## src/rtl/swr_pkg.sv

```systemverilog
package swr_pkg;
  typedef enum logic [1:0] {
    PWR_OFF    = 2'b00,
    PWR_SLEEP  = 2'b01,
    PWR_ACTIVE = 2'b10
  } pwr_e;

  typedef enum logic [2:0] {
    D_IDLE,
    D_WAKE_LO,
    D_WAKE_HI,
    D_MEAS_LO,
    D_MEAS_HI,
    D_BITS,
    D_GUARD
  } dec_e;
endpackage

```

## src/rtl/swr_level_timer.sv

```systemverilog
// Synchronises the line and flags long static levels.
module swr_level_timer #(
  parameter int EN_CYC  = 250000,
  parameter int DIS_CYC = 2500000
) (
  input  logic clk,
  input  logic rst_n,
  input  logic pin,
  output logic s,
  output logic en_hit,
  output logic dis_hit
);
  localparam int LIM = (EN_CYC > DIS_CYC) ? EN_CYC : DIS_CYC;
  localparam int RW  = $clog2(LIM + 1);

  logic          sync1_q, sync2_q, s_d_q;
  logic [RW-1:0] run_q, run_n;
  logic          steady;

  assign steady = (sync2_q == s_d_q);

  always_comb begin
    run_n = run_q;
    if (!steady)
      run_n = '0;
    else if (run_q != RW'(LIM))
      run_n = run_q + RW'(1);
  end

  always_ff @(posedge clk or negedge rst_n) begin
    if (!rst_n) begin
      sync1_q <= 1'b0;
      sync2_q <= 1'b0;
      s_d_q   <= 1'b0;
      run_q   <= '0;
    end else begin
      sync1_q <= pin;
      sync2_q <= sync1_q;
      s_d_q   <= sync2_q;
      run_q   <= run_n;
    end
  end

  assign s       = sync2_q;
  assign en_hit  = steady &  sync2_q & (run_q == RW'(EN_CYC - 1));
  assign dis_hit = steady & ~sync2_q & (run_q == RW'(DIS_CYC - 1));
endmodule

```

## src/rtl/swr_frame_dec.sv

```systemverilog
// Preamble measurement, mid-bit sampling and post-frame guard.
module swr_frame_dec
  import swr_pkg::*;
#(
  parameter int AW = 5,
  parameter int DW = 8,
  parameter int CW = 15
) (
  input  logic          clk,
  input  logic          rst_n,
  input  logic          run_en,
  input  logic          s,
  output logic          busy,
  output logic          stb,
  output logic [AW-1:0] addr,
  output logic [DW-1:0] data
);
  localparam int NB  = AW + DW;
  localparam int BCW = $clog2(NB + 1);

  dec_e           st_q, st_n;
  logic           s_d_q;
  logic [CW-1:0]  cnt_q, cnt_n, per_q, per_n, tgt_q, tgt_n;
  logic [CW-1:0]  cnt_inc, guard_lim;
  logic [NB-1:0]  sh_q, sh_n;
  logic [BCW-1:0] nb_q, nb_n;
  logic           stb_q, stb_n;
  logic           fall, rise;

  assign fall      = s_d_q & ~s;
  assign rise      = ~s_d_q & s;
  assign cnt_inc   = (&cnt_q) ? cnt_q : cnt_q + CW'(1);
  assign guard_lim = (per_q << 2) + per_q - CW'(1);

  always_comb begin
    st_n  = st_q;
    cnt_n = cnt_inc;
    per_n = per_q;
    tgt_n = tgt_q;
    sh_n  = sh_q;
    nb_n  = nb_q;
    stb_n = 1'b0;
    case (st_q)
      D_IDLE: begin
        cnt_n = '0;
        if (fall) st_n = D_WAKE_LO;
      end
      D_WAKE_LO: if (rise) st_n = D_WAKE_HI;
      D_WAKE_HI: begin
        if (fall) begin
          st_n  = D_MEAS_LO;
          cnt_n = '0;
        end
      end
      D_MEAS_LO: if (rise) st_n = D_MEAS_HI;
      D_MEAS_HI: begin
        if (fall) begin
          // cnt_inc spans two bit periods here
          st_n  = D_BITS;
          per_n = cnt_inc >> 1;
          tgt_n = (cnt_inc >> 1) + (cnt_inc >> 2) - CW'(1);
          cnt_n = '0;
          nb_n  = '0;
        end
      end
      D_BITS: begin
        if (cnt_q == tgt_q) begin
          sh_n  = {sh_q[NB-2:0], s};
          nb_n  = nb_q + BCW'(1);
          cnt_n = '0;
          tgt_n = per_q - CW'(1);
          if (nb_q == BCW'(NB - 1)) begin
            st_n  = D_GUARD;
            stb_n = 1'b1;
          end
        end
      end
      D_GUARD: begin
        cnt_n = s ? cnt_inc : '0;
        if (s && (cnt_q == guard_lim)) st_n = D_IDLE;
      end
      default: st_n = D_IDLE;
    endcase
    if (!run_en) begin
      st_n  = D_IDLE;
      stb_n = 1'b0;
    end
  end

  always_ff @(posedge clk or negedge rst_n) begin
    if (!rst_n) begin
      st_q  <= D_IDLE;
      s_d_q <= 1'b0;
      cnt_q <= '0;
      per_q <= '0;
      tgt_q <= '0;
      sh_q  <= '0;
      nb_q  <= '0;
      stb_q <= 1'b0;
    end else begin
      st_q  <= st_n;
      s_d_q <= s;
      cnt_q <= cnt_n;
      per_q <= per_n;
      tgt_q <= tgt_n;
      sh_q  <= sh_n;
      nb_q  <= nb_n;
      stb_q <= stb_n;
    end
  end

  assign busy = (st_q != D_IDLE);
  assign stb  = stb_q;
  assign addr = sh_q[NB-1:DW];
  assign data = sh_q[DW-1:0];
endmodule

```

## src/rtl/swr_regbank.sv

```systemverilog
// Register bank with one default-set fault bit.
module swr_regbank #(
  parameter int NREG     = 32,
  parameter int DW       = 8,
  parameter int AW       = 5,
  parameter int FLT_ADDR = 1,
  parameter int FLT_BIT  = 0
) (
  input  logic               clk,
  input  logic               rst_n,
  input  logic               clr,
  input  logic               we,
  input  logic [AW-1:0]      waddr,
  input  logic [DW-1:0]      wdata,
  output logic [NREG*DW-1:0] regs
);
  for (genvar g = 0; g < NREG; g++) begin : g_reg
    localparam logic [DW-1:0] RST = (g == FLT_ADDR) ? (DW'(1) << FLT_BIT) : '0;
    logic [DW-1:0] r_q, r_n;

    always_comb begin
      r_n = r_q;
      if (clr)
        r_n = RST;
      else if (we && (waddr == AW'(g)))
        r_n = wdata;
    end

    always_ff @(posedge clk or negedge rst_n) begin
      if (!rst_n) r_q <= RST;
      else        r_q <= r_n;
    end

    assign regs[g*DW +: DW] = r_q;
  end
endmodule

```

## src/rtl/swire_rx.sv

```systemverilog
module swire_rx
  import swr_pkg::*;
#(
  parameter int NREG        = 32,
  parameter int DW          = 8,
  parameter int EN_CYC      = 250000,
  parameter int DIS_CYC     = 2500000,
  parameter int MAX_BIT_CYC = 4095,
  parameter int FLT_ADDR    = 1,
  parameter int FLT_BIT     = 0,
  localparam int AW         = $clog2(NREG),
  localparam int CW         = $clog2(6 * MAX_BIT_CYC + 1)
) (
  input  logic               clk,
  input  logic               rst_n,
  input  logic               pin,
  output logic [1:0]         state,
  output logic               wr_stb,
  output logic [AW-1:0]      wr_addr,
  output logic [DW-1:0]      wr_data,
  output logic [NREG*DW-1:0] regs
);
  logic s, en_hit, dis_hit, busy, run_en;
  logic en_q, en_n;
  pwr_e pwr;

  swr_level_timer #(.EN_CYC(EN_CYC), .DIS_CYC(DIS_CYC)) u_tmr (
    .clk(clk), .rst_n(rst_n), .pin(pin),
    .s(s), .en_hit(en_hit), .dis_hit(dis_hit)
  );

  always_comb begin
    en_n = en_q;
    if (dis_hit)     en_n = 1'b0;
    else if (en_hit) en_n = 1'b1;
  end

  always_ff @(posedge clk or negedge rst_n) begin
    if (!rst_n) en_q <= 1'b0;
    else        en_q <= en_n;
  end

  assign run_en = en_q & ~dis_hit;

  swr_frame_dec #(.AW(AW), .DW(DW), .CW(CW)) u_dec (
    .clk(clk), .rst_n(rst_n), .run_en(run_en), .s(s),
    .busy(busy), .stb(wr_stb), .addr(wr_addr), .data(wr_data)
  );

  swr_regbank #(
    .NREG(NREG), .DW(DW), .AW(AW), .FLT_ADDR(FLT_ADDR), .FLT_BIT(FLT_BIT)
  ) u_bank (
    .clk(clk), .rst_n(rst_n), .clr(dis_hit), .we(wr_stb & en_q),
    .waddr(wr_addr), .wdata(wr_data), .regs(regs)
  );

  always_comb begin
    if (!en_q)     pwr = PWR_OFF;
    else if (busy) pwr = PWR_ACTIVE;
    else           pwr = PWR_SLEEP;
  end

  assign state = pwr;
endmodule

```

## config.mk

```make
export PLATFORM = sky130hd
export DESIGN_NAME = swire_rx
export DESIGN_NICKNAME = d
export VERILOG_FILES = /design/src/rtl/swr_pkg.sv /design/src/rtl/swr_level_timer.sv /design/src/rtl/swr_frame_dec.sv /design/src/rtl/swr_regbank.sv /design/src/rtl/swire_rx.sv
export SDC_FILE = /design/constraint.sdc
export NUM_CORES = 1
export LEC_CHECK = 0
export ABC_CLOCK_PERIOD_IN_PS = 8350
export BUFFER_PORTS_ARGS = -buffer_cell sky130_fd_sc_hd__clkbuf_2
export CAP_MARGIN = 15
export CORE_MARGIN = 2
export CORE_UTILIZATION = 29
export DETAILED_ROUTE_END_ITERATION = 8
export GPL_TIMING_DRIVEN = 0
export HOLD_SLACK_MARGIN = 0.05
export PLACE_DENSITY_LB_ADDON = 0.05
export SYNTH_ARGS = -nofsm -noshare
export SYNTH_HDL_FRONTEND = slang
export SYNTH_SLANG_ARGS = --single-unit
```

## constraint.sdc

```tcl
create_clock -name clk -period 8.35 [get_ports clk]
set_input_delay 1.67 -clock clk [delete_from_list [all_inputs] [get_ports clk]]
set_output_delay 1.67 -clock clk [all_outputs]
set_load 0.05 [all_outputs]
```

==> results of run 1 <==
==> Yosys cell counts, types with 5 or more instances <==
library cell / count
a21o_1: 10
a21oi_1: 63
and3_1: 12
buf_2: 26
clkbuf_1: 69
dfrtp_1: 346
ha_1: 61
inv_1: 77
mux2_2: 16
mux2i_1: 260
nand2_1: 53
nand2b_1: 8
nand3_1: 37
nand4_1: 23
nor2_1: 364
nor2b_1: 7
nor3_1: 20
nor4_1: 13
o2111ai_1: 5
o21ai_0: 20
or3_1: 8
xnor2_1: 48
xor2_1: 36
==> per-layer routing <==
| metal | track usage | vias to the layer above | share of wire |
|---|---|---|---|
| met3 | 0.0512 | 47 | 0.062 |
| met5 | 0 | - | 0 |
| met4 | 0.0367 | 0 | 0.014 |
| met2 | 0.278 | 270 | 0.43 |
| met1 | 0.272 | 6424 | 0.49 |
| li1 | - | 6229 | - |
==> metrics by stage <==
stage	hold WS, ps	setup slack, ps	instance area (um^2)	utilization
after CTS	349	3190	20700	0.358
final	346	3180	20800	0.358
after floorplan	331	4220	17100	-
after global routing	371	2650	20800	0.358
after detailed placement	337	3220	19500	0.337
after global placement	332	-2850	19400	0.335
==> worst min-delay path by stage <==
stage,endpoint,cells after the start
2_1_floorplan,u_tmr.s,0
4_1_cts,u_tmr.s,0
5_1_grt,u_tmr.s,0
3_3_place_gp,u_tmr.s,0
6_report,u_tmr.s,0
3_5_place_dp,u_tmr.s,0
==> critical path, delay by kind of cell (launching register included) <==
family,cells,cell delay (ps)
AND/OR/NAND/NOR,9,1660
flip-flops,1,320
XOR/XNOR,2,600
AO/OA/AOI/OAI,4,1030
adder cells (fa/ha/maj),3,910
buffers and inverters,3,520
==> where the power goes <==
group          internal [mW]  switching [mW]
sequential              1.68         0.00358
combinational        0.00936          0.0434
clock                  0.975           0.746
total                   2.67           0.793
==> kinds of logic after synthesis <==
logic type / after synthesis / synth area share
buffers and inverters: 176 / 0.0408
AOI/OAI and AO/OA: 135 / 0.0481
adders and majority gates: 64 / 0.0482
xor gates and xnor gates: 86 / 0.0453
and+or+nand+nor: 570 / 0.146
muxes: 276 / 0.163
DFF: 347 / 0.508
==> layout by cell type, fill, tap and decap left out, types with 4 or more instances in the layout <==
cell type,count
a211oi_1,4
a21o_1,10
a21oi_1,63
and3_1,12
buf_2,26
clkbuf_1,85
clkbuf_16,42
clkbuf_2,273
clkbuf_8,6
clkinv_2,6
dfrtp_1,346
ha_1,61
inv_1,77
mux2_2,16
mux2i_1,260
nand2_1,53
nand2b_1,8
nand3_1,37
nand4_1,23
nor2_1,364
nor2_2,4
nor2b_1,7
nor3_1,20
nor3b_1,4
nor4_1,13
o2111ai_1,5
o21ai_0,20
o21ai_1,4
or3_1,8
xnor2_1,48
xor2_1,36
==> flip-flops by register name (all words and copies together) (netlist names) <==
name           count
u_tmr.sync1_q      1
u_dec.nb_q         4
u_tmr.run_q       22
en_q               1
u_dec.per_q       14
u_tmr.s            1
u_dec.sh_q        13
u_dec.stb          1
u_dec.tgt_q       15
u_dec.s_d_q        1
u_dec.st_q         3
u_bank.g.r_q     256
u_dec.cnt_q       15
==> cell type report <==
type	count	area [um^2]
flip-flops and latches	347	8680
clock buffers	63	1180
well taps	765	957
plain buffers	98	404
fillers	6089	37200
repair buffers	278	1470
clock inverters	8	66.3
multi-input cells	1131	7700
inverters	78	293
==> results.py, run 1 <==
metrics = {
    "clocking": {
        "clk_pin_slew_ps": 60,
        "cts_sinks": 347,
        "h-tree-depth": 2,
        "cts_root_buf": "clkbuf_16",
        "cts_max_path_buffers": 3,
        "cts_resized": 0,
        "post_cts_buffers": 0,
        "cts_tree": "done",
        "insertion_delay_ps": 580,
        "cts_buffers": 41,
        "hold_buffers": 0,
    },
    "die": {
        "core_area_um2": 57900,
        "initial_core_util": 0.295,
        "rows": 88,
        "die_x_um": 247,
        "die_height_um": 247,
        "io-pin-count": 275,
        "die-area_um2": 60900,
    },
    "sta": {
        "fin_tns_setup_ps": 0,
        "hold_viol_final": 0,
        "post-route-min-period_ps": 5170,
        "rsz0062_at_grt": "false",
        "fmax_ghz": 0.193,
        "timing.slew.headroom": 0.229,
        "finalSetupViolCount": 0,
        "finClkSkew_ps": 28.2,
        "post-route-period-util": 0.619,
        "slew_viol_final": 0,
        "worst_pin_slew_ps": 1150,
    },
    "synthesis": {
        "syn-num-nets": 1721,
        "synth_warnings": 0,
        "async_flop_share": 1.00,
        "syn_area_um2": 17100,
        "yosysTopAreaCellShare": 0.507,
        "synth_cells": 1654,
        "yosys_most_used_dff": "dfrtp_1",
        "synth.distinct_cells": 64,
        "ys_ff_latch": 347,
        "yosys-top-cells-area": "dfrtp_1 (51%), mux2i_1 (15%), nor2_1 (8.0%)",
        "yosysTopAreaCell": "dfrtp_1",
        "synth_edf_count": 0,
        "synth_area_per_cell_um2": 10.3,
        "seq_area_frac_synth": 0.508,
    },
    "pwr": {
        "ir_drop_uv": 117,
        "p_total_mw": 3.46,
        "p_leak_nw": 11.0,
        "p_per_area_nw_per_um2": 167,
    },
    "finish": {
        "nNetsFinal": 2042,
        "drive_above_1_share": 0.196,
        "fin_cells": 2768,
        "syn2layout_area_growth_pct": 21.5,
        "n_antenna_cell": 0,
    },
    "worst_setup_path": {
        "cp_slowest_cell": "o41ai_1",
        "r2r_cells": 21,
        "r2r_start": "u_dec.cnt_q[6]",
        "slowest_delay_ps": 590,
        "critPathCapture": "u_dec.tgt_q[13]",
        "r2r_slack_ps": 3180,
        "startpoint_type": "flop",
        "rr_endpoint": "u_dec.tgt_q[13]",
        "crit_chain": "clkbuf_1 -> nand4_1 -> nor2_1 -> nand2_1 -> nor2_1 -> nand2_1 -> nand4_1 -> xor2_1 -> ha_1 -> inv_1 -> ha_1 -> inv_1 -> fa_1 -> nor2b_1 -> o2111ai_1 -> nand3_1 -> nor4_1 -> o41ai_1 -> a31oi_1 -> xnor2_1 -> o221ai_1",
        "crit_type": "flop to flop",
        "worstPathArrival_ps": 5610,
        "cp_data_required_time_ps": 8790,
        "cp-end-kind": "flop",
        "crit_fanout": 10,
        "crit_start": "u_dec.cnt_q[6]",
    },
    "global_route": {
        "grt.total_usage": 0.187,
        "grt_pass1_wl_um": 85600,
        "grt-ovfl-total": 0,
        "grt_max_degree": 99,
        "first_global_vias": 13100,
        "antenna_found_initial": 0,
    },
    "drt": {
        "drt_iter0_markers": 592,
        "route.detailed.drc": 0,
        "routed_wl_um": 57400,
        "first_pass_iters": 5,
        "vias_per_cell": 4.69,
        "ant_nets": 0,
        "wire_per_inst_um": 20.7,
        "vias": 13000,
    },
    "placement": {
        "dpl.cell_count": 2696,
        "dp_hpwl_um": 41900,
        "place_congestion": 0.765,
        "port_buffers": 274,
    },
    "job": {
        "drv_cap": 0,
    },
    "outcome": {
        "outcome": "complete, no violations",
    },
    "worst_hold_path": {
        "hp-class": "flop to flop",
        "hold_start": "u_tmr.sync1_q",
    },
}
Note: power is estimated with default switching activity, not from simulation.
==> inputs of run 2 (changes only) <==
ABC_CLOCK_PERIOD_IN_PS = 5400   (was 8350)
clock period = 5.4 ns   (was 8.35 ns; I/O delays follow)
==> results.py, run 2 (same netlist as run 1, synthesis figures left out) <==
metrics = {
    "outcome": {
        "outcome": "complete, no violations",
    },
    "worst_setup_path": {
        "crit_type": "flop to flop",
        "cp-end-kind": "flop",
        "crit_fanout": 10,
        "cp_data_required_time_ps": 5840,
        "startpoint_type": "flop",
        "worstPathArrival_ps": 5210,
    },
    "sta": {
        "timing.slew.headroom": 0.221,
        "post-route-period-util": 0.883,
        "finalSetupViolCount": 0,
        "fin_tns_setup_ps": 0,
        "finClkSkew_ps": 27.9,
        "fmax_ghz": 0.210,
        "post-route-min-period_ps": 4770,
        "worst_pin_slew_ps": 1160,
        "slew_viol_final": 0,
        "rsz0062_at_grt": "false",
        "fin_hold_ws_ps": 346,
        "hold_viol_final": 0,
    },
    "finish": {
        "final_cell_mix": "nor2_1 (364), dfrtp_1 (346), clkbuf_2 (273)",
        "drive_above_1_share": 0.199,
        "mostFrequentLayoutCell": "nor2_1",
        "utilization": 0.359,
        "largest_reg_flops": 256,
        "final_area_um2": 20800,
        "reg_top3": "u_bank.g.r_q x256, u_tmr.run_q x22",
        "nNetsFinal": 2039,
        "regMostFlops": "u_bank.g.r_q",
        "syn2layout_area_growth_pct": 21.6,
        "n_antenna_cell": 0,
    },
    "global_route": {
        "grt-ovfl-total": 0,
        "first_global_vias": 13100,
        "grt_max_degree": 99,
        "grt_pass1_wl_um": 85600,
        "grt.total_usage": 0.187,
        "antenna_found_initial": 0,
    },
    "drt": {
        "vias": 13000,
        "ant_nets": 0,
        "vias_per_cell": 4.69,
        "routed_wl_um": 57400,
        "drt_iter0_markers": 573,
        "wire_per_inst_um": 20.8,
        "route.detailed.drc": 0,
        "first_pass_iters": 5,
    },
    "clocking": {
        "cts_max_path_buffers": 3,
        "cts_sinks": 347,
        "insertion_delay_ps": 580,
        "post_cts_buffers": 0,
        "cts_root_buf": "clkbuf_16",
        "cts_tree": "done",
        "h-tree-depth": 2,
        "clk_pin_slew_ps": 60,
        "cts_buffers": 41,
    },
    "placement": {
        "placed_area_um2": 19500,
        "dp_hpwl_um": 41900,
        "place_congestion": 0.765,
        "port_buffers": 274,
    },
    "die": {
        "io-pin-count": 275,
        "die_height_um": 247,
        "die-area_um2": 60900,
        "initial_core_util": 0.295,
        "die_x_um": 247,
        "rows": 88,
        "core_area_um2": 57900,
    },
    "worst_hold_path": {
        "hp-class": "flop to flop",
    },
    "pwr": {
        "p_clk_frac": 0.497,
        "p_per_area_nw_per_um2": 258,
        "p_leak_nw": 11.0,
        "combPwrFrac": 0.015,
        "ir_drop_uv": 181,
        "p_seq_frac": 0.488,
        "p_total_mw": 5.35,
        "p_switching_mw": 1.22,
        "cell_internal_pwr_mw": 4.13,
        "p_sw_frac": 0.229,
    },
    "job": {
        "drv_cap": 0,
    },
}
## run 2: changes by cell type in the layout (fill, tap and decap cells not counted)
cell      previous run  this run
o41ai_2              0         1
xor2_2               1         4
xor2_1              36        33
clkbuf_1            85        82
o41ai_1              1         0
## run 2: final timing paths
check / startpoint / end / slack, ps / cells after the start
min in group asynchronous: rst_n / u_tmr.sync1_q / 540 / 1
max in group asynchronous: rst_n / u_bank.g_reg[23].r_q[4] / 3540 / 3
setup reg to reg: u_dec.cnt_q[5] / u_dec.tgt_q[13] / 630 / 21
hold / removal: u_tmr.sync1_q / u_tmr.s / 350 / 0
setup / recovery: u_dec.cnt_q[5] / u_dec.tgt_q[13] / 630 / 21
hold reg to reg: u_tmr.sync1_q / u_tmr.s / 350 / 0
## run 2: area by class of cell
cell class / instances / area, um^2
Tap cell: 765 / 957
Buffer: 95 / 393
Timing Repair Buffer: 278 / 1470
Clock inverter: 8 / 66.3
Fill cell: 6088 / 37100
Inverter: 78 / 293
Clock buffer: 63 / 1180
Multi-Input combinational cell: 1131 / 7730
Sequential cell: 347 / 8680
## run 2: worst max-delay path, stage by stage, from the launching register on
cell and delay [ps]:
dfrtp_1 320, clkbuf_1 340, nand4_1 220, nor2_1 200, nand2_1 70, nor2_1 270, nand2_1 310, nand4_1 230
xor2_2 280, ha_1 290, inv_1 60, ha_1 180, inv_1 60, fa_1 400, nor2b_1 160, o2111ai_1 130
nand3_1 120, nor4_1 80, o41ai_2 450, a31oi_1 170, xnor2_1 170, o221ai_1 120
## run 2: per-layer routing
metal,wire [um],GRT usage
met1,28300,0.272
met2,24700,0.278
met3,3560,0.0512
met4,814,0.0367
met5,0,0
## run 2: per-stage QoR
step | instances | worst slack, ps
2_1_floorplan | 1654 | 1270
3_3_place_gp | 2693 | -5210
3_5_place_dp | 2696 | 270
4_1_cts | 2767 | 236
5_1_grt | 2765 | 83.5
6_report | 2765 | 634
## run 2: power by group through the flow
stage / Clock [mW] / Combinational (mW) / Sequential [mW]
floorplan: 0 / 0.0161 / 2.66
global placement: 0 / 0.0786 / 2.66
detailed placement: 0 / 0.0879 / 2.66
CTS: 2.76 / 0.0878 / 2.61
global route: 2.85 / 0.0964 / 2.61
finish: 2.66 / 0.0816 / 2.61
## run 2: timing repair
item / in CTS / in global routing
hold buffers: 0 / 0
endpoints found under the setup margin: 0 / 2
gates resized for setup: 0 / 4
==> inputs of run 3 (changes only) <==
ABC_CLOCK_PERIOD_IN_PS = unset   (was 5400)
CTS_BUF_LIST = sky130_fd_sc_hd__clkbuf_16   (was unset)
==> results.py, run 3 (same netlist as run 1, synthesis figures left out) <==
metrics = {
    "sta": {
        "hold_viol_final": 0,
        "post-route-min-period_ps": 4770,
        "worst_pin_slew_ps": 1150,
        "timing.slew.headroom": 0.230,
        "fin_tns_setup_ps": 0,
        "slew_viol_final": 0,
        "worst_slack_ps": 628,
        "finClkSkew_ps": 26.2,
        "rsz0062_at_grt": "false",
        "finalSetupViolCount": 0,
        "post-route-period-util": 0.884,
        "fmax_ghz": 0.210,
    },
    "placement": {
        "dpl_worst_slack_ps": 270,
        "place_congestion": 0.765,
        "dp_hpwl_um": 41900,
        "dpl.cell_count": 2696,
        "port_buffers": 274,
    },
    "finish": {
        "n_antenna_cell": 0,
        "fin_cells": 2765,
        "final_cell_mix": "nor2_1 (364), dfrtp_1 (346), clkbuf_2 (273)",
        "drive_above_1_share": 0.196,
        "nNetsFinal": 2039,
        "fill_cells": 6088,
        "syn2layout_area_growth_pct": 21.3,
        "mostFrequentLayoutCell": "nor2_1",
        "reg_top3": "u_bank.g.r_q x256, u_tmr.run_q x22",
        "regMostFlops": "u_bank.g.r_q",
        "utilization": 0.358,
        "largest_reg_flops": 256,
    },
    "worst_setup_path": {
        "startpoint_type": "flop",
        "rr_endpoint": "u_dec.tgt_q[13]",
        "crit_fanout": 10,
        "r2r_start": "u_dec.cnt_q[5]",
        "r2r_slack_ps": 630,
        "cp-end-kind": "flop",
        "cp_data_required_time_ps": 5840,
        "worstPathArrival_ps": 5210,
        "crit_type": "flop to flop",
        "r2r_cells": 21,
    },
    "die": {
        "rows": 88,
        "die_x_um": 247,
        "io-pin-count": 275,
        "die-area_um2": 60900,
        "core_area_um2": 57900,
        "die_height_um": 247,
        "initial_core_util": 0.295,
    },
    "clocking": {
        "post_cts_buffers": 0,
        "cts_sinks": 347,
        "cts_buffers": 41,
        "cts_root_buf": "clkbuf_16",
        "clk_pin_slew_ps": 60,
        "hold_buffers": 0,
        "h-tree-depth": 2,
        "cts_tree": "done",
        "cts_max_path_buffers": 3,
        "insertion_delay_ps": 580,
        "cts_resized": 0,
    },
    "pwr": {
        "p_total_mw": 5.25,
        "p_per_area_nw_per_um2": 253,
        "p_leak_nw": 11.1,
        "ir_drop_uv": 181,
    },
    "drt": {
        "first_pass_iters": 5,
        "route.detailed.drc": 0,
        "vias": 13000,
        "wire_per_inst_um": 20.7,
        "vias_per_cell": 4.70,
        "drt_iter0_markers": 584,
        "routed_wl_um": 57400,
        "ant_nets": 0,
    },
    "worst_hold_path": {
        "hp-class": "flop to flop",
        "hold_end": "u_tmr.s",
        "hold_start": "u_tmr.sync1_q",
        "hold_depth": 0,
    },
    "global_route": {
        "grt-ovfl-total": 0,
        "first_global_vias": 13100,
        "grt_pass1_wl_um": 85600,
        "grt.total_usage": 0.187,
        "antenna_found_initial": 0,
        "grt_max_degree": 99,
    },
    "outcome": {
        "outcome": "complete, no violations",
    },
    "job": {
        "drv_cap": 0,
    },
}
## run 3: changes by cell type in the layout (fill, tap and decap cells not counted), sizes merged
cell and delta:
clkbuf -21, clkinv +5, inv +16
## run 3: critical path, stage by stage, from the launching register on
cell,delay [ps]
dfrtp_1,320
clkbuf_1,340
nand4_1,210
nor2_1,200
nand2_1,70
nor2_1,270
nand2_1,310
nand4_1,230
xor2_2,280
ha_1,290
inv_1,60
ha_1,180
inv_1,60
fa_1,400
nor2b_1,160
o2111ai_1,130
nand3_1,120
nor4_1,80
o41ai_2,450
a31oi_1,170
xnor2_1,170
o221ai_1,120
## run 3: layout make-up
type                            count  area [um^2]  area share
Inverter                           78          293      0.0141
Clock buffer                       42         1050      0.0507
Buffer                             95          393      0.0190
Clock inverter                     29          145     0.00700
Sequential cell                   347         8680       0.419
Tap cell                          765          957      0.0462
Timing Repair Buffer              278         1470      0.0711
Multi-Input combinational cell   1131         7730       0.373
## run 3: metrics by stage
step	hold slack (ps)	cell area, um^2
2_1_floorplan	331	17100
3_3_place_gp	332	19400
3_5_place_dp	337	19500
4_1_cts	349	20700
5_1_grt	371	20700
6_report	346	20700
## run 3: worst max-delay path by stage
stage | startpoint | end | slack (ps)
after global routing | u_dec.cnt_q[5] | u_dec.tgt_q[13] | 80
after detailed placement | u_dec.cnt_q[3] | u_dec.tgt_q[13] | 270
after CTS | u_dec.cnt_q[3] | u_dec.tgt_q[13] | 240
after global placement | rst_n | u_bank.g_reg[19].r_q[5] | -5210
after floorplan | u_dec.cnt_q[2] | u_dec.tgt_q[13] | 1270
final | u_dec.cnt_q[5] | u_dec.tgt_q[13] | 630
## run 3: layer usage
metal  part of all wire  global-route usage  vias up
met5                  0                   0        -
met4              0.017              0.0395        0
met3              0.064              0.0509       52
met2               0.43               0.277      289
met1               0.49               0.273     6428
li1                   -                   -     6222
## run 3: power by group
| part | leakage [nW] | internal, mW | switching (mW) |
|---|---|---|---|
| logic | 5.58 | 0.0145 | 0.0672 |
| clock network | 0.651 | 1.41 | 1.15 |
| registers | 4.84 | 2.61 | 0.00551 |
